===== src/rtl/irqsc_pkg.sv =====
package irqsc_pkg;

  localparam int REG_W  = 32;
  localparam int ADDR_W = 2;

  typedef enum logic [ADDR_W-1:0] {
    RA_PEND  = 2'd0,
    RA_MASK  = 2'd1,
    RA_ROUTE = 2'd2,
    RA_NONE  = 2'd3
  } reg_addr_e;

  // Low n bits set: the implemented source bits.
  function automatic logic [REG_W-1:0] src_bits(input int n);
    logic [REG_W-1:0] v;
    v = '0;
    for (int i = 0; i < REG_W; i++) begin
      if (i < n) v[i] = 1'b1;
    end
    return v;
  endfunction

  // Write-one-to-clear update; a new event overrides the clear.
  function automatic logic [REG_W-1:0] w1c_next(input logic [REG_W-1:0] cur,
                                                input logic [REG_W-1:0] clr,
                                                input logic [REG_W-1:0] set);
    return (cur & ~clr) | set;
  endfunction

  // Any pending, unmasked source steered to the chosen host.
  function automatic logic any_routed(input logic [REG_W-1:0] pend,
                                      input logic [REG_W-1:0] mask,
                                      input logic [REG_W-1:0] route,
                                      input logic             to_b);
    logic [REG_W-1:0] sel;
    sel = to_b ? route : ~route;
    return |(pend & ~mask & sel);
  endfunction

endpackage


===== src/rtl/irqsc_edge_sync.sv =====
module irqsc_edge_sync #(
  parameter int NUM_SRC = 25
) (
  input  logic               clk,
  input  logic               rst_n,
  input  logic [NUM_SRC-1:0] evt_in,
  output logic [NUM_SRC-1:0] rise
);

  for (genvar i = 0; i < NUM_SRC; i++) begin : g_bit
    logic meta_q;
    logic sync_q;
    logic last_q;

    always_ff @(posedge clk or negedge rst_n) begin
      if (!rst_n) begin
        meta_q <= 1'b0;
        sync_q <= 1'b0;
        last_q <= 1'b0;
      end else begin
        meta_q <= evt_in[i];
        sync_q <= meta_q;
        last_q <= sync_q;
      end
    end

    assign rise[i] = sync_q & ~last_q;
  end

  // A source cannot report an edge on two consecutive cycles.
  AST_ONE_PULSE: assert property (@(posedge clk) disable iff (!rst_n)
    1'b1 |=> ((rise & $past(rise)) == '0));

endmodule


===== src/rtl/irqsc_pending.sv =====
module irqsc_pending
  import irqsc_pkg::*;
#(
  parameter int NUM_SRC = 25
) (
  input  logic             clk,
  input  logic             rst_n,
  input  logic [REG_W-1:0] set_vec,
  input  logic [REG_W-1:0] clr_vec,
  output logic [REG_W-1:0] pend_q
);

  localparam logic [REG_W-1:0] SRC_MASK = src_bits(NUM_SRC);

  logic [REG_W-1:0] pend_d;

  always_comb pend_d = w1c_next(pend_q, clr_vec, set_vec) & SRC_MASK;

  always_ff @(posedge clk or negedge rst_n) begin
    if (!rst_n) pend_q <= '0;
    else        pend_q <= pend_d;
  end

  AST_STICKY: assert property (@(posedge clk) disable iff (!rst_n)
    1'b1 |=> (($past(pend_q) & ~pend_q & ~$past(clr_vec)) == '0));

  AST_CLEAR_TAKES: assert property (@(posedge clk) disable iff (!rst_n)
    1'b1 |=> ((pend_q & $past(clr_vec & ~set_vec)) == '0));

  AST_EVENT_WINS: assert property (@(posedge clk) disable iff (!rst_n)
    1'b1 |=> ((pend_q & $past(set_vec & SRC_MASK)) == $past(set_vec & SRC_MASK)));

endmodule


===== src/rtl/irqsc_cfg.sv =====
module irqsc_cfg
  import irqsc_pkg::*;
#(
  parameter int NUM_SRC = 25
) (
  input  logic             clk,
  input  logic             rst_n,
  input  logic             mask_we,
  input  logic             route_we,
  input  logic [REG_W-1:0] wdata,
  output logic [REG_W-1:0] mask_q,
  output logic [REG_W-1:0] route_q
);

  localparam logic [REG_W-1:0] SRC_MASK = src_bits(NUM_SRC);

  always_ff @(posedge clk or negedge rst_n) begin
    if (!rst_n) begin
      mask_q  <= SRC_MASK;
      route_q <= '0;
    end else begin
      if (mask_we)  mask_q  <= wdata & SRC_MASK;
      if (route_we) route_q <= wdata & SRC_MASK;
    end
  end

  AST_MASK_HOLD: assert property (@(posedge clk) disable iff (!rst_n)
    !mask_we |=> $stable(mask_q));

  AST_ROUTE_HOLD: assert property (@(posedge clk) disable iff (!rst_n)
    !route_we |=> $stable(route_q));

endmodule


===== src/rtl/irqsc_route.sv =====
module irqsc_route
  import irqsc_pkg::*;
(
  input  logic [REG_W-1:0] pend_q,
  input  logic [REG_W-1:0] mask_q,
  input  logic [REG_W-1:0] route_q,
  output logic             irq_a,
  output logic             irq_b
);

  always_comb begin
    irq_a = any_routed(pend_q, mask_q, route_q, 1'b0);
    irq_b = any_routed(pend_q, mask_q, route_q, 1'b1);
  end

endmodule


===== src/rtl/irq_status_ctrl.sv =====
module irq_status_ctrl
  import irqsc_pkg::*;
#(
  parameter int NUM_SRC = 25
) (
  input  logic               clk,
  input  logic               rst_n,
  input  logic [NUM_SRC-1:0] evt_in,
  input  logic               reg_we,
  input  logic [ADDR_W-1:0]  reg_addr,
  input  logic [REG_W-1:0]   reg_wdata,
  output logic [REG_W-1:0]   reg_rdata,
  output logic               irq_a,
  output logic               irq_b
);

  localparam logic [REG_W-1:0] SRC_MASK = src_bits(NUM_SRC);

  logic [NUM_SRC-1:0] rise;
  logic [REG_W-1:0]   set_vec;
  logic [REG_W-1:0]   clr_vec;
  logic [REG_W-1:0]   pend_q;
  logic [REG_W-1:0]   mask_q;
  logic [REG_W-1:0]   route_q;
  logic               wr_pend;
  logic               wr_mask;
  logic               wr_route;

  always_comb begin
    wr_pend  = reg_we && (reg_addr_e'(reg_addr) == RA_PEND);
    wr_mask  = reg_we && (reg_addr_e'(reg_addr) == RA_MASK);
    wr_route = reg_we && (reg_addr_e'(reg_addr) == RA_ROUTE);
    clr_vec  = wr_pend ? (reg_wdata & SRC_MASK) : '0;
    set_vec  = '0;
    set_vec[NUM_SRC-1:0] = rise;
  end

  irqsc_edge_sync #(.NUM_SRC(NUM_SRC)) u_sync (
    .clk    (clk),
    .rst_n  (rst_n),
    .evt_in (evt_in),
    .rise   (rise)
  );

  irqsc_pending #(.NUM_SRC(NUM_SRC)) u_pend (
    .clk     (clk),
    .rst_n   (rst_n),
    .set_vec (set_vec),
    .clr_vec (clr_vec),
    .pend_q  (pend_q)
  );

  irqsc_cfg #(.NUM_SRC(NUM_SRC)) u_cfg (
    .clk      (clk),
    .rst_n    (rst_n),
    .mask_we  (wr_mask),
    .route_we (wr_route),
    .wdata    (reg_wdata),
    .mask_q   (mask_q),
    .route_q  (route_q)
  );

  irqsc_route u_route (
    .pend_q  (pend_q),
    .mask_q  (mask_q),
    .route_q (route_q),
    .irq_a   (irq_a),
    .irq_b   (irq_b)
  );

  always_comb begin
    case (reg_addr_e'(reg_addr))
      RA_PEND:  reg_rdata = pend_q;
      RA_MASK:  reg_rdata = mask_q;
      RA_ROUTE: reg_rdata = route_q;
      default:  reg_rdata = '0;
    endcase
  end

  AST_MASKED_QUIET: assert property (@(posedge clk) disable iff (!rst_n)
    (mask_q == SRC_MASK) |-> (!irq_a && !irq_b));

endmodule


===== config.mk =====
export PLATFORM = sky130hd
export DESIGN_NAME = irq_status_ctrl
export DESIGN_NICKNAME = d
export VERILOG_FILES = /design/src/rtl/irqsc_pkg.sv /design/src/rtl/irqsc_edge_sync.sv /design/src/rtl/irqsc_pending.sv /design/src/rtl/irqsc_cfg.sv /design/src/rtl/irqsc_route.sv /design/src/rtl/irq_status_ctrl.sv
export SDC_FILE = /design/constraint.sdc
export NUM_CORES = 1
export LEC_CHECK = 0
export BUFFER_PORTS_ARGS = -buffer_cell sky130_fd_sc_hd__buf_2
export CAP_MARGIN = 40
export CORE_ASPECT_RATIO = 0.9
export CORE_MARGIN = 4
export CORE_UTILIZATION = 50
export CTS_BUF_LIST = sky130_fd_sc_hd__clkbuf_8 sky130_fd_sc_hd__clkbuf_16
export DETAILED_ROUTE_END_ITERATION = 10
export PLACE_DENSITY = 0.72
export SYNTH_ARGS = -nofsm -noshare
export SYNTH_HDL_FRONTEND = slang
export SYNTH_SLANG_ARGS = --single-unit

===== constraint.sdc =====
create_clock -name clk -period 1.55 [get_ports clk]
set_clock_uncertainty 0.15 [all_clocks]
set_input_delay 0.155 -clock clk [delete_from_list [all_inputs] [get_ports clk]]
set_output_delay 0.155 -clock clk [all_outputs]
set_load 0.02 [all_outputs]

==> results of run 1 <==
-- Yosys cell counts --
library cell | n | area share, %
nor3b_1 | 25 | 3.1
mux2_2 | 30 | 5.6
nor4_1 | 6 | 0.63
nor2_1 | 1 | 0.063
nor3_1 | 2 | 0.17
inv_1 | 25 | 1.6
nor3b_4 | 1 | 0.31
nor2b_4 | 1 | 0.23
o21ai_1 | 4 | 0.33
buf_4 | 10 | 1.3
dfrtp_1 | 125 | 52
and4_1 | 1 | 0.15
nand2_4 | 1 | 0.19
o21ai_0 | 46 | 3.8
nand3b_2 | 1 | 0.19
conb_1 | 1 | 0.063
mux2i_1 | 25 | 4.2
clkbuf_1 | 4 | 0.25
buf_6 | 4 | 0.75
buf_2 | 4 | 0.33
dfstp_2 | 25 | 11
nand3b_1 | 25 | 3.1
nand3_1 | 1 | 0.083
nand4_1 | 6 | 0.63
nand2_1 | 77 | 4.8
mux2_4 | 20 | 5.0
-- kinds of logic (layout without fill, tap and decap cells) --
kind of cell | count (synthesis) | in the layout | share of synthesized area [%]
multiplexers | 75 | 75 | 14.8
other | 1 | 7 | 0.0625
buffers and inverters | 47 | 259 | 4.15
AND/OR/NAND/NOR | 148 | 148 | 13.7
AO/OA/AOI/OAI | 50 | 50 | 4.17
flip-flops | 150 | 150 | 63.1
-- state kept, by name, summed over array words and instances, names as in the netlist --
name                 flops
u_pend.pend_q           25
u_sync.g_bit.sync_q     25
u_cfg.mask_q            25
u_sync.g_bit.meta_q     25
u_sync.g_bit.last_q     25
u_cfg.route_q           25
-- layer usage --
metal	up-vias	track usage, %	share of wire (%)
met5	-	0	0
met4	0	8.49	1.8
met3	27	5.84	5.6
met2	117	38.1	51
met1	2106	26.9	41
li1	2012	-	-
-- per-stage QoR --
step	power [W]	setup TNS (ns)	std cells	instance area [µm²]
final	0.0110	-3.65	845	8560
after global routing	0.0114	-5.21	845	8560
after CTS	0.0109	-4.05	838	8370
after detailed placement	0.00648	-0.423	750	6970
after global placement	0.00639	-0.456	750	6970
after floorplan	0.00567	0	477	6020
-- layout make-up --
class / instances / share of cell area [%]
flip-flops and latches: 150 / 44.2
well taps: 156 / 2.28
multi-input cells: 280 / 25.4
inverters: 25 / 1.10
clock inverters: 14 / 1.56
repair buffers: 202 / 20.4
clock buffers: 18 / 5.13
-- timing repair --
item	4_1_cts	5_1_grt
hold buffers	51	0
resized for setup	108	39
hold endpoints to repair	245	0
setup endpoints to repair	27	27
setup buffers	6	11
pin swaps	8	6
-- path summary, 6_finish.rpt --
| check | start | end | slack (ns) | cells past startpoint |
|---|---|---|---|---|
| worst max-delay path | u_cfg.mask_q[16] | irq_a | -0.67 | 5 |
| worst min-delay path | rst_n | u_pend.pend_q[23] | 0.02 | 2 |
| worst max register to register | u_cfg.route_q[22] | u_cfg.route_q[22] | 0.39 | 3 |
| worst min register to register | u_sync.g_bit[17].meta_q | u_sync.g_bit[17].sync_q | 0.20 | 0 |
| max in group asynchronous | rst_n | u_cfg.mask_q[5] | 0.63 | 3 |
| min in group clk | reg_we | u_cfg.route_q[23] | 0.18 | 4 |
-- power by group through the flow --
stage	Combinational, W	Sequential (W)	Clock, W
CTS	0.00209	0.00473	0.00403
finish	0.00224	0.00476	0.00397
global route	0.00240	0.00480	0.00421
floorplan	0.000956	0.00472	0
detailed placement	0.00171	0.00478	0
global placement	0.00166	0.00473	0
==> run_results.csv, run 1 <==
group,metric,value,unit
timing,rsz0062_at_grt,"yes",
cts,numCtsBuffers,17,
setup_path,cp-start-kind,"register",
die,coreArea,11600,µm²
setup_path,cp_num_buf_inv,1,
pwr,p_seq_share,43.4,%
timing,min_period,2.22,ns
cts,ctsLongestPathBuffers,2,
cts,path_clk_slew,0.06,ns
global_routing,antenna_found_initial,0,
placement,dp_hpwl,9620,µm
routing,post_drt_wl_per_cell,17.4,µm
final_layout,fillers,753,
final_layout,num_antenna_cells,0,
setup_path,crit_family,"simple AND/OR/NAND/NOR gates",
final_layout,ff_latch_area,3780,µm²
global_routing,grt_pass1_vias,4563,
routing,wirelength,14700,µm
global_routing,grt_pass1_wl,23100,µm
global_routing,grt_start_max_net_pins,39,
timing,hold-worst-slack,0.0177,ns
timing,layout_setup_ws,-0.668,ns
final_layout,final_util,74.0,%
run_status,violations,"negative setup slack",
pwr,vdd_ir_drop_max,0.904,mV
placement,post-place-ws,-0.213,ns
pwr,power_switching_share,26.5,%
pwr,power_leakage,4.00,nW
setup_path,worst_path_max_delay_cell,"dfstp_2",
die,io_pins,96,
routing,drtAntennaViolNets,0,
final_layout,most-common-layout-cells,"dfrtp_1, nand2_1, buf_2, dlygate4sd3_1, buf_6",
final_layout,multi_input_area,2170,µm²
cts,cts_root_buf,"clkbuf_16",
final_layout,layout-drive-gt1-share,44.0,%
final_layout,layout_commonest_cell,"dfrtp_1",
cts,htree_levels,4,
die,initial_utilization,51.8,%
setup_path,worstPathMaxFanout,3,
placement,portBuffers,81,
placement,place_congestion,0.863,
cts,insertion_delay,0.42,ns
yosys,ys_ff_latch,150,
routing,num_vias,4262,
cts,cts_tree,"yes",
yosys,netlist_instances,471,
pwr,power_frac_comb,20.4,%
final_layout,fin_nets,738,
timing,fmax,451,MHz
routing,vias_per_cell,5.04,
die,die_area,13800,µm²
timing,setup_viol,27,
die,die_x,123,µm
yosys,yosysUniqueCellTypes,26,
yosys,ys_seq_area_share,63.1,%
final_layout,area_growth,42.8,%
pwr,clkPwrFrac,36.2,%
pwr,p_sw,0.00290,W
cts,clkSinkCount,150,
setup_path,crit_required,1.24,ns
setup_path,path_cells,"nor3b_1 -> nor4_1 -> and4_1 -> nand4_1 -> buf_4",
global_routing,grt_overflow,0,
timing,slew_violations,0,
yosys,postSynthAreaPerCell,12.7,µm²
pwr,p_int,0.00806,W
hold_path,min_path_type,"in -> async",
timing,finalHoldViolations,0,
routing,drt_iter0_markers,193,
pwr,power.density,1280,nW/µm²
run_status,status,"finished, violations left",
timing,period_share,143,%
setup_path,slowest_delay,0.55,ns
global_routing,grt_use_total,22.3,%
yosys,synth_warnings,0,
die,num_rows,37,
die,die_h,112,µm
setup_path,path_class,"reg -> out",
routing,drt-pass1-iter-count,4,
setup_path,cp.arrival,1.91,ns
job,maxCapViolCount,0,
yosys,syn_area,6000,µm²
routing,drc,0,
setup_path,worst_setup_path_end_kind,"output port",
Power figures use the tool's default switching activity.
==> run 2: changes to the inputs <==
--- a/config.mk
+++ b/config.mk
@@ -8,11 +8,12 @@
 export BUFFER_PORTS_ARGS = -buffer_cell sky130_fd_sc_hd__buf_2
 export CAP_MARGIN = 40
 export CORE_ASPECT_RATIO = 0.9
-export CORE_MARGIN = 4
+export CORE_MARGIN = 3
 export CORE_UTILIZATION = 50
 export CTS_BUF_LIST = sky130_fd_sc_hd__clkbuf_8 sky130_fd_sc_hd__clkbuf_16
 export DETAILED_ROUTE_END_ITERATION = 10
 export PLACE_DENSITY = 0.72
+export SETUP_SLACK_MARGIN = 0.1
 export SYNTH_ARGS = -nofsm -noshare
 export SYNTH_HDL_FRONTEND = slang
 export SYNTH_SLANG_ARGS = --single-unit
==> run_results.csv, run 2 (synthesis results as in run 1) <==
group,metric,value,unit
timing,slew_violations,0,
final_layout,num_antenna_cells,0,
final_layout,layout-drive-gt1-share,46.2,%
die,coreArea,11600,µm²
final_layout,area_growth,48.3,%
setup_path,cp.arrival,1.94,ns
global_routing,grt_use_total,24.1,%
global_routing,grt_util_met1,29.5,%
timing,rsz0062_at_grt,"yes",
timing,layout_setup_ws,-0.699,ns
final_layout,ff_latch_area,3780,µm²
final_layout,final_util,76.8,%
cts,path_clk_slew,0.06,ns
die,num_rows,37,
job,maxCapViolCount,0,
run_status,violations,"negative setup slack",
setup_path,r2r_start,"u_cfg.route_q[20]",
pwr,vdd_ir_drop_max,0.905,mV
final_layout,fillers,660,
global_routing,grt_pass1_wl,24300,µm
cts,insertion_delay,0.42,ns
timing,setup_viol,27,
cts,ctsLongestPathBuffers,2,
global_routing,antenna_found_initial,0,
cts,cts_tree,"yes",
routing,num_vias,4465,
cts,clkSinkCount,150,
global_routing,grt_overflow,0,
setup_path,path_cells,"nor3b_1 -> nor4_2 -> and4_1 -> nand4_1 -> buf_6",
run_status,status,"finished, violations left",
global_routing,grt_pass1_vias,4842,
die,io_pins,96,
final_layout,multi_input_area,2280,µm²
setup_path,cp-start-kind,"register",
die,die_h,110,µm
hold_path,min_path_type,"in -> async",
setup_path,path_class,"reg -> out",
setup_path,worst_path_max_delay_cell,"dfstp_2",
setup_path,worstPathMaxFanout,2,
routing,post_drt_wl_per_cell,18.2,µm
routing,wirelength,15600,µm
pwr,power_leakage,4.16,nW
setup_path,slowest_delay,0.54,ns
global_routing,grt.busiest_layer,"met2",
timing,finalHoldViolations,0,
global_routing,use_met3,7.61,%
routing,drtAntennaViolNets,0,
setup_path,cp_num_buf_inv,1,
cts,cts_root_buf,"clkbuf_16",
pwr,finalPower,0.0116,W
final_layout,fin_nets,748,
die,die_x,121,µm
setup_path,crit_required,1.24,ns
cts,numCtsBuffers,17,
timing,fmax,445,MHz
die,die_area,13300,µm²
final_layout,layout_commonest_cell,"dfrtp_1",
cts,htree_levels,4,
setup_path,critPathLaunch,"u_cfg.mask_q[17]",
global_routing,grt_start_max_net_pins,63,
global_routing,grt_use_met2,40.9,%
setup_path,crit_family,"simple AND/OR/NAND/NOR gates",
routing,drt-pass1-iter-count,4,
timing,min_period,2.25,ns
routing,drt_iter0_markers,259,
die,initial_utilization,51.8,%
final_layout,most-common-layout-cells,"dfrtp_1, buf_6, nand2_1, buf_2, dlygate4sd3_1",
routing,vias_per_cell,5.22,
pwr,power.density,1300,nW/µm²
routing,drc,0,
placement,dp_hpwl,9280,µm
timing,period_share,145,%
placement,portBuffers,81,
setup_path,worst_setup_path_end_kind,"output port",
placement,place_congestion,0.829,
## run 2: cell count changes in the layout (fill, tap and decap cells not counted), moves of 3 or more
cell / before / now
mux2i_2: 5 / 2
nand2_4: 3 / 7
mux2i_4: 2 / 6
buf_6: 47 / 62
clkinv_2: 7 / 2
o21ai_1: 14 / 11
nand2_1: 62 / 56
buf_4: 44 / 38
clkbuf_8: 1 / 6
## run 2: worst register-to-register path, delay by kind of cell, from the launching register on
family / cells / cell delay (ns)
multiplexers: 1 / 0.25
flip-flops: 1 / 0.41
buffers and inverters: 2 / 0.24
## run 2: report_power, final
| group | total (W) | switching [W] | internal (W) |
|---|---|---|---|
| clock | 0.00432 | 0.00155 | 0.00277 |
| sequential | 0.00476 | 0.000340 | 0.00442 |
| combinational | 0.00249 | 0.00110 | 0.00139 |
## run 2: per-layer routing
metal	vias to the layer above	share of wire (%)
met5	-	0
met4	0	2.2
met3	26	5.4
met2	137	51
met1	2273	42
li1	2029	-
## run 2: through the flow
step           TNS [ns]  hold slack, ns  std cells  setup slack, ns  cell area, µm²
2_1_floorplan         0          -0.291        477           0.0424            6020
3_3_place_gp     -0.512          -0.136        763           -0.273            7090
3_5_place_dp     -0.544          -0.133        763           -0.292            7090
4_1_cts           -6.25           0.100        852           -0.677            8640
5_1_grt           -5.36          0.0132        855           -0.800            8890
6_report          -3.91         0.00269        855           -0.699            8890
## run 2: area by class of cell
class | instances | share of cell area [%]
clock buffers | 23 | 5.71
clock inverters | 9 | 1.38
inverters | 25 | 1.06
multi-input cells | 280 | 25.7
flip-flops and latches | 150 | 42.6
well taps | 156 | 2.19
repair buffers | 212 | 21.4
## run 2: path summary, 6_finish.rpt
| kind | endpoint | slack, ns | cells after the start |
|---|---|---|---|
| max reg2reg | u_cfg.route_q[20] | 0.38 | 3 |
| max | irq_a | -0.70 | 5 |
| max in group asynchronous | u_cfg.mask_q[12] | 0.61 | 3 |
| min in group clk | u_cfg.mask_q[1] | 0.12 | 3 |
| min reg2reg | u_sync.g_bit[6].sync_q | 0.20 | 0 |
| min | u_sync.g_bit[24].last_q | 0.003 | 2 |
## run 2: what timing repair did
item,CTS,global route
setup endpoints to repair,27,44
endpoints found under the hold margin,238,0
setup buffers,5,8
hold buffers,52,0
pin swaps,12,13
gates resized for setup,108,56
==> run 3: changes to the inputs <==
--- a/config.mk
+++ b/config.mk
@@ -5,7 +5,7 @@
 export SDC_FILE = /design/constraint.sdc
 export NUM_CORES = 1
 export LEC_CHECK = 0
-export BUFFER_PORTS_ARGS = -buffer_cell sky130_fd_sc_hd__buf_2
+export BUFFER_PORTS_ARGS = -buffer_cell sky130_fd_sc_hd__buf_4
 export CAP_MARGIN = 40
 export CORE_ASPECT_RATIO = 0.9
 export CORE_MARGIN = 3
@@ -13,6 +13,7 @@
 export CTS_BUF_LIST = sky130_fd_sc_hd__clkbuf_8 sky130_fd_sc_hd__clkbuf_16
 export DETAILED_ROUTE_END_ITERATION = 10
 export PLACE_DENSITY = 0.72
+export REMOVE_ABC_BUFFERS = 1
 export SETUP_SLACK_MARGIN = 0.1
 export SYNTH_ARGS = -nofsm -noshare
 export SYNTH_HDL_FRONTEND = slang
==> run_results.csv, run 3 (synthesis results as in run 1) <==
group,metric,value,unit
cts,path_clk_slew,0.06,ns
setup_path,path_cells,"nor3b_1 -> nor4_1 -> and4_1 -> nand4_1 -> buf_4",
global_routing,antenna_found_initial,0,
die,io_pins,96,
cts,htree_levels,4,
pwr,p_sw,0.00303,W
placement,dp.cells,753,
timing,layout_setup_ws,-0.678,ns
setup_path,r2r-end,"u_cfg.route_q[20]",
final_layout,layout_commonest_cell,"dfrtp_1",
setup_path,r2r_start,"u_cfg.route_q[20]",
die,die_x,121,µm
pwr,power_leakage,4.11,nW
pwr,vdd_ir_drop_max,1.28,mV
timing,period_share,144,%
placement,dp_hpwl,9180,µm
final_layout,fillers,709,
setup_path,reg2regPathDepth,4,
pwr,clkPwrFrac,35.9,%
routing,vias_per_cell,5.15,
setup_path,worstPathMaxFanout,3,
final_layout,fin_nets,744,
pwr,power.density,1260,nW/µm²
placement,post-place-ws,-0.187,ns
cts,cts_root_buf,"clkbuf_16",
setup_path,critPathLaunch,"u_cfg.mask_q[4]",
timing,setup_viol,27,
run_status,status,"finished, violations left",
routing,drt_iter0_markers,240,
die,die_h,110,µm
die,coreArea,11600,µm²
pwr,p_seq_share,42.3,%
setup_path,worst_path_max_delay_cell,"dfstp_2",
placement,place_congestion,0.862,
pwr,power_frac_comb,21.7,%
run_status,violations,"negative setup slack",
job,maxCapViolCount,0,
die,die_area,13300,µm²
timing,min_period,2.23,ns
global_routing,grt_overflow,0,
routing,drc,0,
setup_path,path_class,"reg -> out",
final_layout,layout-drive-gt1-share,45.6,%
timing,hold-worst-slack,0.0533,ns
cts,insertion_delay,0.42,ns
die,num_rows,37,
cts,numCtsBuffers,17,
setup_path,cp.arrival,1.92,ns
cts,cts_tree,"yes",
final_layout,num_antenna_cells,0,
final_layout,most-common-layout-cells,"dfrtp_1, buf_4, nand2_1, buf_6, dlygate4sd3_1",
timing,fmax,449,MHz
routing,drt-pass1-iter-count,4,
final_layout,area_growth,47.9,%
timing,finalHoldViolations,0,
hold_path,min_path_type,"in -> async",
global_routing,grt_pass1_vias,4577,
setup_path,r2r_slack,0.29,ns
pwr,p_int,0.00817,W
timing,slew_violations,0,
routing,num_vias,4382,
pwr,power_switching_share,27.1,%
timing,final.setup.tns,-3.67,ns
setup_path,endpoint,"irq_a",
timing,rsz0062_at_grt,"yes",
cts,clkSinkCount,150,
placement,portBuffers,81,
setup_path,cp-start-kind,"register",
global_routing,grt_start_max_net_pins,45,
routing,post_drt_wl_per_cell,17.8,µm
final_layout,fin_cells,851,
setup_path,worst_setup_path_end_kind,"output port",
routing,drtAntennaViolNets,0,
global_routing,grt_use_total,23.2,%
routing,wirelength,15100,µm
cts,ctsLongestPathBuffers,2,
global_routing,grt_pass1_wl,23200,µm
setup_path,slowest_delay,0.54,ns
die,initial_utilization,51.8,%
setup_path,crit_required,1.24,ns
## run 3: cell count changes in the layout (fill, tap and decap cells not counted), moves of 6 or more
cell	previous run	this run
buf_4	38	94
buf_2	54	0
buf_6	62	54
mux2i_2	2	9
clkbuf_8	6	0
nand2_1	56	62
## run 3: how the worst min path moves through the flow
stage                                         to  slack [ns]  cells past startpoint
after floorplan                 u_cfg.route_q[0]       -0.29                      0
after global placement    u_sync.g_bit[1].meta_q       -0.07                      1
after detailed placement       u_cfg.route_q[24]       -0.07                      1
after CTS                 u_sync.g_bit[1].sync_q        0.06                      2
after global routing           u_pend.pend_q[11]        0.07                      2
final                     u_sync.g_bit[1].sync_q        0.05                      2
## run 3: power groups by stage
stage	registers, W	clock network (W)	logic (W)
floorplan	0.00472	0	0.000902
global placement	0.00472	0	0.00183
detailed placement	0.00475	0	0.00188
CTS	0.00471	0.00407	0.00219
global route	0.00479	0.00428	0.00261
finish	0.00474	0.00403	0.00244
## run 3: layout make-up
| cell class | instances | area [µm²] | area share, % |
|---|---|---|---|
| timing repair buffer | 208 | 2000 | 22.6 |
| clock buffer | 17 | 425 | 4.79 |
| inverter | 25 | 93.8 | 1.06 |
| multi-input combinational | 280 | 2210 | 24.9 |
| clock inverter | 15 | 156 | 1.76 |
| sequential | 150 | 3780 | 42.7 |
| tap | 156 | 195 | 2.20 |
## run 3: stage by stage
step | utilization [%] | instance area, µm² | total power [W]
6_report | 76.7 | 8870 | 0.0112
5_1_grt | 76.7 | 8870 | 0.0117
4_1_cts | 74.1 | 8580 | 0.0110
3_5_place_dp | 62.6 | 7240 | 0.00663
3_3_place_gp | 62.6 | 7240 | 0.00654
2_1_floorplan | - | 5870 | 0.00562
## run 3: worst max-delay path: cells and delay by family, from the launching register on
family / cells / cell delay [ns]
AND/OR/NAND/NOR: 4 / 0.76
buffers and inverters: 1 / 0.19
flip-flops: 1 / 0.54
## run 3: metal layers
metal | GRT usage (%) | wire [µm] | share of wire, % | vias up
li1 | - | - | - | 2029
met1 | 29.5 | 6450 | 43 | 2203
met2 | 38.5 | 7700 | 51 | 130
met3 | 6.74 | 718 | 4.7 | 20
met4 | 7.92 | 250 | 1.7 | 0
met5 | 0 | 0 | 0 | -
## run 3: repair_timing
item,in CTS,in global routing
gates cloned,0,0
pin swaps,11,11
hold buffers,51,0
resized for setup,80,57
buffers inserted,7,11
hold endpoints to repair,229,0
endpoints found under the setup margin,27,27
